## src/rtl/pareto_pkg.sv

```systemverilog
package pareto_pkg;
  typedef enum logic [2:0] {
    PF_IDLE,
    PF_OUTER,
    PF_INNER,
    PF_WRITE,
    PF_DONE
  } pf_state_e;
endpackage

```

## src/rtl/pf_dominance.sv

```systemverilog
module pf_dominance #(
  parameter int PWR_W  = 12,
  parameter int PERF_W = 12,
  parameter int ACC_W  = 10
) (
  input  logic              three_obj,
  input  logic [PWR_W-1:0]  ch_pwr,
  input  logic [PERF_W-1:0] ch_perf,
  input  logic [ACC_W-1:0]  ch_acc,
  input  logic [PWR_W-1:0]  hd_pwr,
  input  logic [PERF_W-1:0] hd_perf,
  input  logic [ACC_W-1:0]  hd_acc,
  output logic              dominated
);
  // challenger is at least as good as the held entry on every active figure
  function automatic logic no_worse(
    input logic [PWR_W-1:0] cp, input logic [PERF_W-1:0] cf, input logic [ACC_W-1:0] ca,
    input logic [PWR_W-1:0] hp, input logic [PERF_W-1:0] hf, input logic [ACC_W-1:0] ha,
    input logic use_perf);
    return (cp <= hp) && (ca >= ha) && (!use_perf || (cf >= hf));
  endfunction

  // challenger is strictly better on at least one active figure
  function automatic logic some_better(
    input logic [PWR_W-1:0] cp, input logic [PERF_W-1:0] cf, input logic [ACC_W-1:0] ca,
    input logic [PWR_W-1:0] hp, input logic [PERF_W-1:0] hf, input logic [ACC_W-1:0] ha,
    input logic use_perf);
    return (cp < hp) || (ca > ha) || (use_perf && (cf > hf));
  endfunction

  always_comb begin
    dominated = no_worse(ch_pwr, ch_perf, ch_acc, hd_pwr, hd_perf, hd_acc, three_obj) &&
                some_better(ch_pwr, ch_perf, ch_acc, hd_pwr, hd_perf, hd_acc, three_obj);
  end
endmodule

```

## src/rtl/pf_seq.sv

```systemverilog
module pf_seq
  import pareto_pkg::*;
#(
  parameter int  MAX_CAND = 16,
  localparam int IDX_W    = (MAX_CAND > 1) ? $clog2(MAX_CAND) : 1,
  localparam int CNT_W    = IDX_W + 1
) (
  input  logic             clk,
  input  logic             rst_n,
  input  logic             start,
  input  logic [CNT_W-1:0] n_cand,
  input  logic             rd_valid,
  output logic             rd_req,
  output logic [IDX_W-1:0] rd_idx,
  output logic [IDX_W-1:0] outer_idx,
  output logic             launch,
  output logic             accept_out,
  output logic             accept_in,
  output logic             in_inner,
  output logic             wr_fire,
  output logic             busy,
  output logic             done
);
  pf_state_e        st;
  logic [CNT_W-1:0] oi, ij, n_lat;
  logic [CNT_W-1:0] first_j, next_j, n_clamped;

  function automatic logic [CNT_W-1:0] clamp_count(input logic [CNT_W-1:0] req);
    return (req > CNT_W'(MAX_CAND)) ? CNT_W'(MAX_CAND) : req;
  endfunction

  // next inner index after j, stepping over the outer entry
  function automatic logic [CNT_W-1:0] step_inner(input logic [CNT_W-1:0] j,
                                                  input logic [CNT_W-1:0] skip);
    logic [CNT_W-1:0] nx;
    nx = j + CNT_W'(1);
    if (nx == skip) nx = nx + CNT_W'(1);
    return nx;
  endfunction

  assign n_clamped = clamp_count(n_cand);
  assign first_j   = (oi == '0) ? CNT_W'(1) : '0;
  assign next_j    = step_inner(ij, oi);

  assign launch     = (st == PF_IDLE) && start;
  assign in_inner   = (st == PF_INNER);
  assign accept_out = (st == PF_OUTER) && rd_valid;
  assign accept_in  = in_inner && rd_valid;
  assign wr_fire    = (st == PF_WRITE);
  assign rd_req     = (st == PF_OUTER) || in_inner;
  assign rd_idx     = in_inner ? IDX_W'(ij) : IDX_W'(oi);
  assign outer_idx  = IDX_W'(oi);
  assign busy       = (st != PF_IDLE);
  assign done       = (st == PF_DONE);

  always_ff @(posedge clk or negedge rst_n) begin
    if (!rst_n) begin
      st    <= PF_IDLE;
      oi    <= '0;
      ij    <= '0;
      n_lat <= '0;
    end else begin
      case (st)
        PF_IDLE: if (start) begin
          n_lat <= n_clamped;
          oi    <= '0;
          st    <= (n_clamped == '0) ? PF_DONE : PF_OUTER;
        end
        PF_OUTER: if (rd_valid) begin
          if (first_j >= n_lat) st <= PF_WRITE;
          else begin
            ij <= first_j;
            st <= PF_INNER;
          end
        end
        PF_INNER: if (rd_valid) begin
          if (next_j >= n_lat) st <= PF_WRITE;
          else ij <= next_j;
        end
        PF_WRITE: begin
          if (oi + CNT_W'(1) >= n_lat) st <= PF_DONE;
          else begin
            oi <= oi + CNT_W'(1);
            st <= PF_OUTER;
          end
        end
        PF_DONE: st <= PF_IDLE;
        default: st <= PF_IDLE;
      endcase
    end
  end
endmodule

```

## src/rtl/pareto_filter.sv

```systemverilog
module pareto_filter #(
  parameter int  MAX_CAND = 16,
  parameter int  PWR_W    = 12,
  parameter int  PERF_W   = 12,
  parameter int  ACC_W    = 10,
  localparam int IDX_W    = (MAX_CAND > 1) ? $clog2(MAX_CAND) : 1,
  localparam int CNT_W    = IDX_W + 1
) (
  input  logic              clk,
  input  logic              rst_n,
  input  logic              start,
  input  logic              three_obj,
  input  logic [CNT_W-1:0]  n_cand,
  output logic              rd_req,
  output logic [IDX_W-1:0]  rd_idx,
  input  logic              rd_valid,
  input  logic [PWR_W-1:0]  rd_power,
  input  logic [PERF_W-1:0] rd_perf,
  input  logic [ACC_W-1:0]  rd_acc,
  output logic              flag_we,
  output logic [IDX_W-1:0]  flag_idx,
  output logic              flag_opt,
  output logic [CNT_W-1:0]  opt_count,
  output logic              busy,
  output logic              done
);
  // named internal events, also observed by the bound checker
  logic             launch, accept_out, accept_in, in_inner, wr_fire, dom_hit;
  logic [IDX_W-1:0] outer_idx;

  logic              mode_q, dom_q;
  logic [PWR_W-1:0]  held_pwr;
  logic [PERF_W-1:0] held_perf;
  logic [ACC_W-1:0]  held_acc;
  logic [CNT_W-1:0]  count_q;

  pf_seq #(.MAX_CAND(MAX_CAND)) u_seq (
    .clk        (clk),
    .rst_n      (rst_n),
    .start      (start),
    .n_cand     (n_cand),
    .rd_valid   (rd_valid),
    .rd_req     (rd_req),
    .rd_idx     (rd_idx),
    .outer_idx  (outer_idx),
    .launch     (launch),
    .accept_out (accept_out),
    .accept_in  (accept_in),
    .in_inner   (in_inner),
    .wr_fire    (wr_fire),
    .busy       (busy),
    .done       (done)
  );

  pf_dominance #(.PWR_W(PWR_W), .PERF_W(PERF_W), .ACC_W(ACC_W)) u_dom (
    .three_obj (mode_q),
    .ch_pwr    (rd_power),
    .ch_perf   (rd_perf),
    .ch_acc    (rd_acc),
    .hd_pwr    (held_pwr),
    .hd_perf   (held_perf),
    .hd_acc    (held_acc),
    .dominated (dom_hit)
  );

  always_ff @(posedge clk or negedge rst_n) begin
    if (!rst_n) begin
      mode_q    <= 1'b0;
      dom_q     <= 1'b0;
      held_pwr  <= '0;
      held_perf <= '0;
      held_acc  <= '0;
      count_q   <= '0;
    end else begin
      if (launch) begin
        mode_q  <= three_obj;
        count_q <= '0;
      end
      if (accept_out) begin
        held_pwr  <= rd_power;
        held_perf <= rd_perf;
        held_acc  <= rd_acc;
        dom_q     <= 1'b0;
      end else if (accept_in && dom_hit) begin
        dom_q <= 1'b1;
      end
      if (wr_fire && !dom_q) count_q <= count_q + CNT_W'(1);
    end
  end

  assign flag_we   = wr_fire;
  assign flag_idx  = outer_idx;
  assign flag_opt  = !dom_q;
  assign opt_count = count_q;
endmodule

```

## config.mk

```make
export PLATFORM = sky130hd
export DESIGN_NAME = pareto_filter
export DESIGN_NICKNAME = d
export VERILOG_FILES = /design/src/rtl/pareto_pkg.sv /design/src/rtl/pf_dominance.sv /design/src/rtl/pf_seq.sv /design/src/rtl/pareto_filter.sv
export SDC_FILE = /design/constraint.sdc
export NUM_CORES = 1
export LEC_CHECK = 0
export CAP_MARGIN = 30
export CORE_ASPECT_RATIO = 0.6
export CORE_MARGIN = 10
export CORE_UTILIZATION = 30
export CTS_CLUSTER_SIZE = 40
export DETAILED_ROUTE_END_ITERATION = 10
export DONT_BUFFER_PORTS = 1
export SETUP_SLACK_MARGIN = 0.2
export SYNTH_ARGS = -nofsm -noshare
export SYNTH_HDL_FRONTEND = slang
export SYNTH_HIERARCHICAL = 1
export SYNTH_SLANG_ARGS = --single-unit
```

## constraint.sdc

```tcl
create_clock -name clk -period 2.7 [get_ports clk]
set_input_delay 0.54 -clock clk [delete_from_list [all_inputs] [get_ports clk]]
set_output_delay 0.54 -clock clk [all_outputs]
set_load 0.01 [all_outputs]
```

==> PnR_summary.wiki, run 1 <==
{| class="wikitable"
! Metric !! Value
|-
| Run status || complete, but fails checks
|-
| Violations in the final reports || negative setup slack
|-
| Yosys top cell by area || dfrtp_1
|-
| CTS tree || done
|-
| Placed wire-length estimate after detailed placement || 8.20 mm
|-
| Kind of critical path || flip-flop to flip-flop
|-
| PnR worst setup slack || -0.142 ns
|-
| Proportion of layout cells with a drive suffix above 1 || 28.2%
|-
| CP startpoint kind || flip-flop
|-
| Headroom to the max-slew limit || 60.1%
|-
| Top library cells by usage in the layout, fill and taps aside || dfrtp_1 (57), inv_1 (51), ha_1 (46)
|-
| Arrival time reported for the critical path endpoint || 3.04 ns
|-
| Mean post-synth cell area || 10.0 um2
|-
| Flop and latch count out of synthesis || 59
|-
| Register area share after synthesis || 36.0%
|-
| Minimum clock period || 2.84 ns
|-
| Clock Tree Root || clkbuf_16
|-
| Routed vias || 3041
|-
| Pin slew with the least headroom to its limit || 0.593 ns
|-
| Remaining antenna violation count after routing || 0
|-
| Maximum number of pins on one net before global-route repair || 60
|-
| Die Span Y || 111 um
|-
| Min-delay worst type || primary input to async pin
|-
| Fmax achieved || 352 MHz
|-
| Yosys synthesis warning count || 6
|-
| Kind of end point of the critical path || flip-flop
|-
| CTS sink count || 59
|-
| Effective utilization at floorplan || 31.3%
|-
| Clk buf depth || 2
|-
| # Max-Cap Violations || 0
|-
| Instance count of the mapped netlist || 409
|-
| Row count || 32
|-
| Largest vdd supply drop || 396 uV
|-
| Data required time of the critical path || 2.90 ns
|-
| Final Routed Wirelength || 10.7 mm
|-
| Area of the mapped netlist || 4100 um2
|-
| Count of input and output buffers || 0
|-
| Share of Yosys cell area claimed by the top area cell type || 36.0%
|-
| Total negative slack || -0.717 ns
|-
| First-pass GRT wire length || 16.9 mm
|-
| Count of unresolved DRC violations after routing || 0
|-
| Share of the core filled with cells in the final layout || 38.1%
|-
| Met3 capacity usage during global routing || 4.51%
|-
| Chip Width || 171 um
|-
| Post-Synthesis Net Count || 503
|-
| Reg-to-reg critical path startpoint || u_seq/ij[0]
|-
| Routed length per instance || 17.3 um
|-
| Number of CTS-inserted buffers || 9
|-
| Final-stage net count || 536
|-
| Overflow left after global routing || 0
|-
| Clock latency on the worst-skew pair || 0.32 ns
|-
| Number of DRC violations after detailed-routing iteration 0 || 158
|-
| GPL Wtd Cong || 0.820
|-
| Max Clock Skew || 0.00446 ns
|-
| Start point of the critical path || u_seq/ij[0]
|-
| Maximum fanout along the worst path || 6
|-
| Io pins || 62
|-
| Most common flop cell mapped by yosys || dfrtp_1
|-
| Clock Pin Slew Worst Setup and Hold Paths || 0.05 ns
|-
| Met1 track utilization from global routing || 16.1%
|-
| Static leakage || 2.30 nW
|-
| Via density per instance || 4.92
|-
| Pwr per Cell Area || 1150 nW/um2
|-
| Unrepaired setup endpoints after global routing || true
|-
| Async set-or-reset flop fraction in the synthesized netlist || 100%
|-
| Pre-CTS WS || -0.396 ns
|-
| GRT met2 Usage || 15.7%
|-
| Number of antenna violations at the first check in global routing || 1
|-
| Number of enable flip-flop cells after synthesis || 0
|-
| Total core area || 13100 um2
|-
| First-pass iteration count of the detailed router || 6
|-
| Post-synth cell types || 56
|-
| Number of global-route vias before repair || 3057
|-
| Number of max-slew violations in the final report || 0
|-
| Final critical-path share of the clock period || 105%
|-
| Layout overhead on the synthesized area || 21.8%
|-
| GRT Resource Usage Total || 11.4%
|-
| Commonest non-fill, non-tap cell in the layout || dfrtp_1
|-
| Number of levels in the clock H-tree || 3
|-
| Top area cells in the synthesized netlist || dfrtp_1 (36%), ha_1 (15%), mux2_2 (10%)
|-
| Busiest layer in global routing || met1
|-
| Setup violations, final || 7
|-
| Final Hold Vio Count || 0
|-
| Die ar. || 18900 um2
|}
through the flow:
| stage | std cells | power (mW) | area [um2] | hold slack (ns) |
|---|---|---|---|---|
| finish | 618 | 5.76 | 4990 | 0.0972 |
| global route | 617 | 6.28 | 4990 | 0.106 |
| CTS | 616 | 5.77 | 4950 | 0.104 |
| detailed placement | 596 | 4.22 | 4490 | 0.247 |
| global placement | 596 | 4.11 | 4490 | 0.246 |
| floorplan | 409 | 3.42 | 4150 | 0.244 |
cell families after synthesis:
family	share of synthesized area, %
and+or+nand+nor	14.4
adders and majority gates	15.3
xor gates and xnor gates	4.18
DFF	36.0
AOI/OAI and AO/OA	11.4
muxes	11.6
buffers and inverters	7.14
critical path, cell delays in order, from the launching register on:
cell,delay (ns)
dfrtp_2,0.46
inv_4,0.08
ha_4,0.19
xnor2_1,0.13
nor2_2,0.16
nand4_4,0.12
or4_4,0.53
xor2_4,0.19
ha_4,0.16
nand2_1,0.06
nand2_1,0.07
nor2_2,0.13
o2111ai_4,0.18
a22o_1,0.27
where the power goes:
group,leakage (nW),internal (mW),switching (mW)
Clock,0.145,0.735,0.410
Sequential,0.733,1.25,0.269
Combinational,1.42,1.52,1.57
per-layer routing:
metal  wire length (um)  part of all wire [%]
met1               5140                    48
met2               4570                    43
met4                 59                  0.55
met3                916                   8.6
met5                  0                     0
flip-flops by register name (all words and copies together) (netlist names):
register	cells
held_pwr	12
u_seq/ij	5
u_seq/n_lat	5
dom_q	1
mode_q	1
held_perf	12
opt_count	5
u_seq/st	3
u_seq/oi	5
held_acc	10
area by class of cell:
class,instances,area (um2)
inverters,52,198
clock inverters,5,52.6
multi-input cells,284,2510
flip-flops and latches,59,1480
fillers,1299,8100
diodes,1,2.50
repair buffers,36,298
clock buffers,11,243
well taps,170,213
Yosys cell counts (2+ instances only):
cell and instances:
buf_6 3, o21ai_0 20, a21o_1 3, or4_1 2, ha_1 50, clkbuf_1 3
o31ai_1 4, mux2i_1 2, nand2_1 28, nand3_1 12, nand2b_1 6, xor3_2 2
inv_1 52, o21a_1 3, nand3b_1 5, dfrtp_1 59, buf_2 3, xor2_1 4
nand4_1 11, and3_1 2, buf_4 5, mux2_2 37, xnor2_1 8, and2_1 2
a21oi_1 19, a211o_1 6, nor3_1 6, a22o_1 3, nor2_1 15, o2111ai_1 2
nor2b_1 7
worst paths after layout:
kind	endpoint	cells past startpoint	slack, ns
worst max register to register	u_seq/ij[1]	13	-0.14
worst max-delay path	u_seq/ij[1]	13	-0.14
worst min register to register	held_pwr[11]	1	0.50
max in group asynchronous	u_seq/ij[1]	1	2.32
min in group clk	u_seq/n_lat[4]	2	0.34
worst min-delay path	held_perf[11]	1	0.1
repair_timing:
action                                 4_1_cts  5_1_grt
endpoints found under the hold margin       59        0
setup endpoints to repair                    7       12
hold buffers                                 1        0
buffers inserted                             3        1
pin swaps                                   14        8
resized for setup                           22        9
Note: power is estimated with default switching activity, not from simulation.
==> run 2: changes to the inputs <==
--- a/config.mk
+++ b/config.mk
@@ -13,6 +13,7 @@
 export DETAILED_ROUTE_END_ITERATION = 10
 export DONT_BUFFER_PORTS = 1
 export SETUP_SLACK_MARGIN = 0.2
+export SKIP_CTS_REPAIR_TIMING = 1
 export SYNTH_ARGS = -nofsm -noshare
 export SYNTH_HDL_FRONTEND = slang
 export SYNTH_HIERARCHICAL = 1
==> run 2 against run 1 <==
Effect of this change:
- the flow still finishes with violations (negative setup slack)
- critical endpoint unchanged
- sequential share of layout area about the same
- core utilization is essentially flat
- sequential power about the same
- worst setup slack worse by 0.056 ns
- maximum frequency shrank 1.9%
- hold slack improved by 0.0015 ns
- register-to-register slack lost 0.06 ns
- via count is 0.43% higher
- highest routed layer unchanged
==> PnR_summary.wiki, run 2 (synthesized netlist as in run 1, its figures left out) <==
{| class="wikitable"
! Metric !! Value
|-
| Run status || complete, but fails checks
|-
| Violations in the final reports || negative setup slack
|-
| Clock Pin Slew Worst Setup and Hold Paths || 0.05 ns
|-
| Number of max-slew violations in the final report || 0
|-
| Effective utilization at floorplan || 31.3%
|-
| Final critical-path share of the clock period || 107%
|-
| Max Clock Skew || 0.00481 ns
|-
| Die ar. || 18900 um2
|-
| GPL Wtd Cong || 0.820
|-
| Number of global-route vias before repair || 3023
|-
| Overall power consumption || 5.78 mW
|-
| Unrepaired setup endpoints after global routing || true
|-
| Proportion of layout cells with a drive suffix above 1 || 28.1%
|-
| Data required time of the critical path || 2.90 ns
|-
| Min-delay worst type || primary input to async pin
|-
| Count of unresolved DRC violations after routing || 0
|-
| Routed vias || 3054
|-
| Pin slew with the least headroom to its limit || 0.718 ns
|-
| CTS sink count || 59
|-
| Top library cells by usage in the layout, fill and taps aside || dfrtp_1 (57), inv_1 (51), ha_1 (46)
|-
| CP startpoint kind || flip-flop
|-
| Commonest non-fill, non-tap cell in the layout || dfrtp_1
|-
| Pwr per Cell Area || 1160 nW/um2
|-
| Final-stage net count || 534
|-
| Total core area || 13100 um2
|-
| Depth of the most critical reg-to-reg path || 13
|-
| Clock Tree Root || clkbuf_16
|-
| Largest registers ranked by flip-flop count || held_perf x12, held_pwr x12, held_acc x10
|-
| Routed length per instance || 17.2 um
|-
| Number of DRC violations after detailed-routing iteration 0 || 159
|-
| Final Hold Vio Count || 0
|-
| Clk buf depth || 2
|-
| Io pins || 62
|-
| First-pass GRT wire length || 16.5 mm
|-
| CTS tree || done
|-
| Count of input and output buffers || 0
|-
| Maximum number of pins on one net before global-route repair || 60
|-
| Headroom to the max-slew limit || 51.7%
|-
| Maximum fanout along the worst path || 6
|-
| Setup violations, final || 7
|-
| Die Span Y || 111 um
|-
| GRT Resource Usage Total || 11.1%
|-
| Layout overhead on the synthesized area || 21.7%
|-
| Placed wire-length estimate after detailed placement || 8.20 mm
|-
| Kind of critical path || flip-flop to flip-flop
|-
| Share of the core filled with cells in the final layout || 38.1%
|-
| Largest vdd supply drop || 404 uV
|-
| First-pass iteration count of the detailed router || 6
|-
| Remaining antenna violation count after routing || 0
|-
| Filler cell count in the final layout || 1301
|-
| Fmax achieved || 345 MHz
|-
| Static leakage || 2.29 nW
|-
| Number of levels in the clock H-tree || 3
|-
| Kind of end point of the critical path || flip-flop
|-
| Arrival time reported for the critical path endpoint || 3.10 ns
|-
| Minimum clock period || 2.90 ns
|-
| Chip Width || 171 um
|-
| Clock latency on the worst-skew pair || 0.32 ns
|-
| Via density per instance || 4.96
|-
| Number of antenna violations at the first check in global routing || 1
|-
| Final Routed Wirelength || 10.6 mm
|-
| Number of CTS-inserted buffers || 9
|-
| Overflow left after global routing || 0
|-
| # Max-Cap Violations || 0
|-
| PnR worst setup slack || -0.198 ns
|-
| Row count || 32
|}
[run 2: cell count changes in the layout (fill, tap and decap cells not counted)]
cell and change:
nor2_2 -1, a21oi_1 -1, a21oi_2 +1, nor2_4 +1, buf_4 -2
[run 2: layout make-up]
cell class	instances	area, um2	area share (%)
antenna	1	2.50	0.0502
clock buffer	11	243	4.87
clock inverter	5	52.6	1.05
inverter	52	198	3.96
multi-input combinational	284	2520	50.5
sequential	59	1480	29.6
tap	170	213	4.26
timing repair buffer	34	283	5.67
[run 2: critical path, stage by stage, from the launching register on]
cell       delay (ns)
dfrtp_2          0.46
inv_4            0.08
ha_4             0.19
xnor2_1          0.13
nor2_2           0.19
nand4_4          0.13
or4_4            0.54
xor2_4           0.19
ha_4             0.16
nand2_1          0.06
nand2_1          0.07
nor2_2           0.13
o2111ai_4        0.17
a22o_1           0.28
[run 2: power breakdown]
group | total, mW | leakage (nW) | switching (mW) | internal [mW]
Clock | 1.14 | 0.145 | 0.410 | 0.735
Sequential | 1.52 | 0.733 | 0.270 | 1.25
Combinational | 3.11 | 1.41 | 1.59 | 1.52
Total | 5.78 | 2.29 | 2.27 | 3.51
[run 2: through the flow]
step                cells  setup WS [ns]  setup TNS [ns]  hold WS, ns  area (um2)
detailed placement    596         -0.396           -2.46        0.247        4490
global route          615         -0.316           -1.92        0.107        4990
global placement      596         -0.241           -1.40        0.246        4490
finish                616         -0.198           -1.15       0.0987        4990
CTS                   612         -0.426           -2.63       -0.104        4780
floorplan             409         -0.190           -1.06        0.244        4150
[run 2: final timing paths]
kind | slack, ns | start | to
setup / recovery | -0.20 | u_seq/ij[0] | u_seq/ij[1]
hold / removal | 0.1 | rst_n | held_acc[7]
setup reg to reg | -0.20 | u_seq/ij[0] | u_seq/ij[1]
hold reg to reg | 0.50 | held_pwr[11] | held_pwr[11]
max in group asynchronous | 2.34 | rst_n | u_seq/ij[1]
min in group clk | 0.35 | n_cand[4] | u_seq/n_lat[4]
[run 2: routing by layer]
| metal | part of all wire, % | global-route usage [%] | wire [um] |
|---|---|---|---|
| met3 | 8.4 | 4.90 | 887 |
| met4 | 0.56 | 2.58 | 59 |
| met2 | 43 | 15.0 | 4500 |
| met5 | 0 | 0 | 0 |
| met1 | 49 | 15.5 | 5130 |
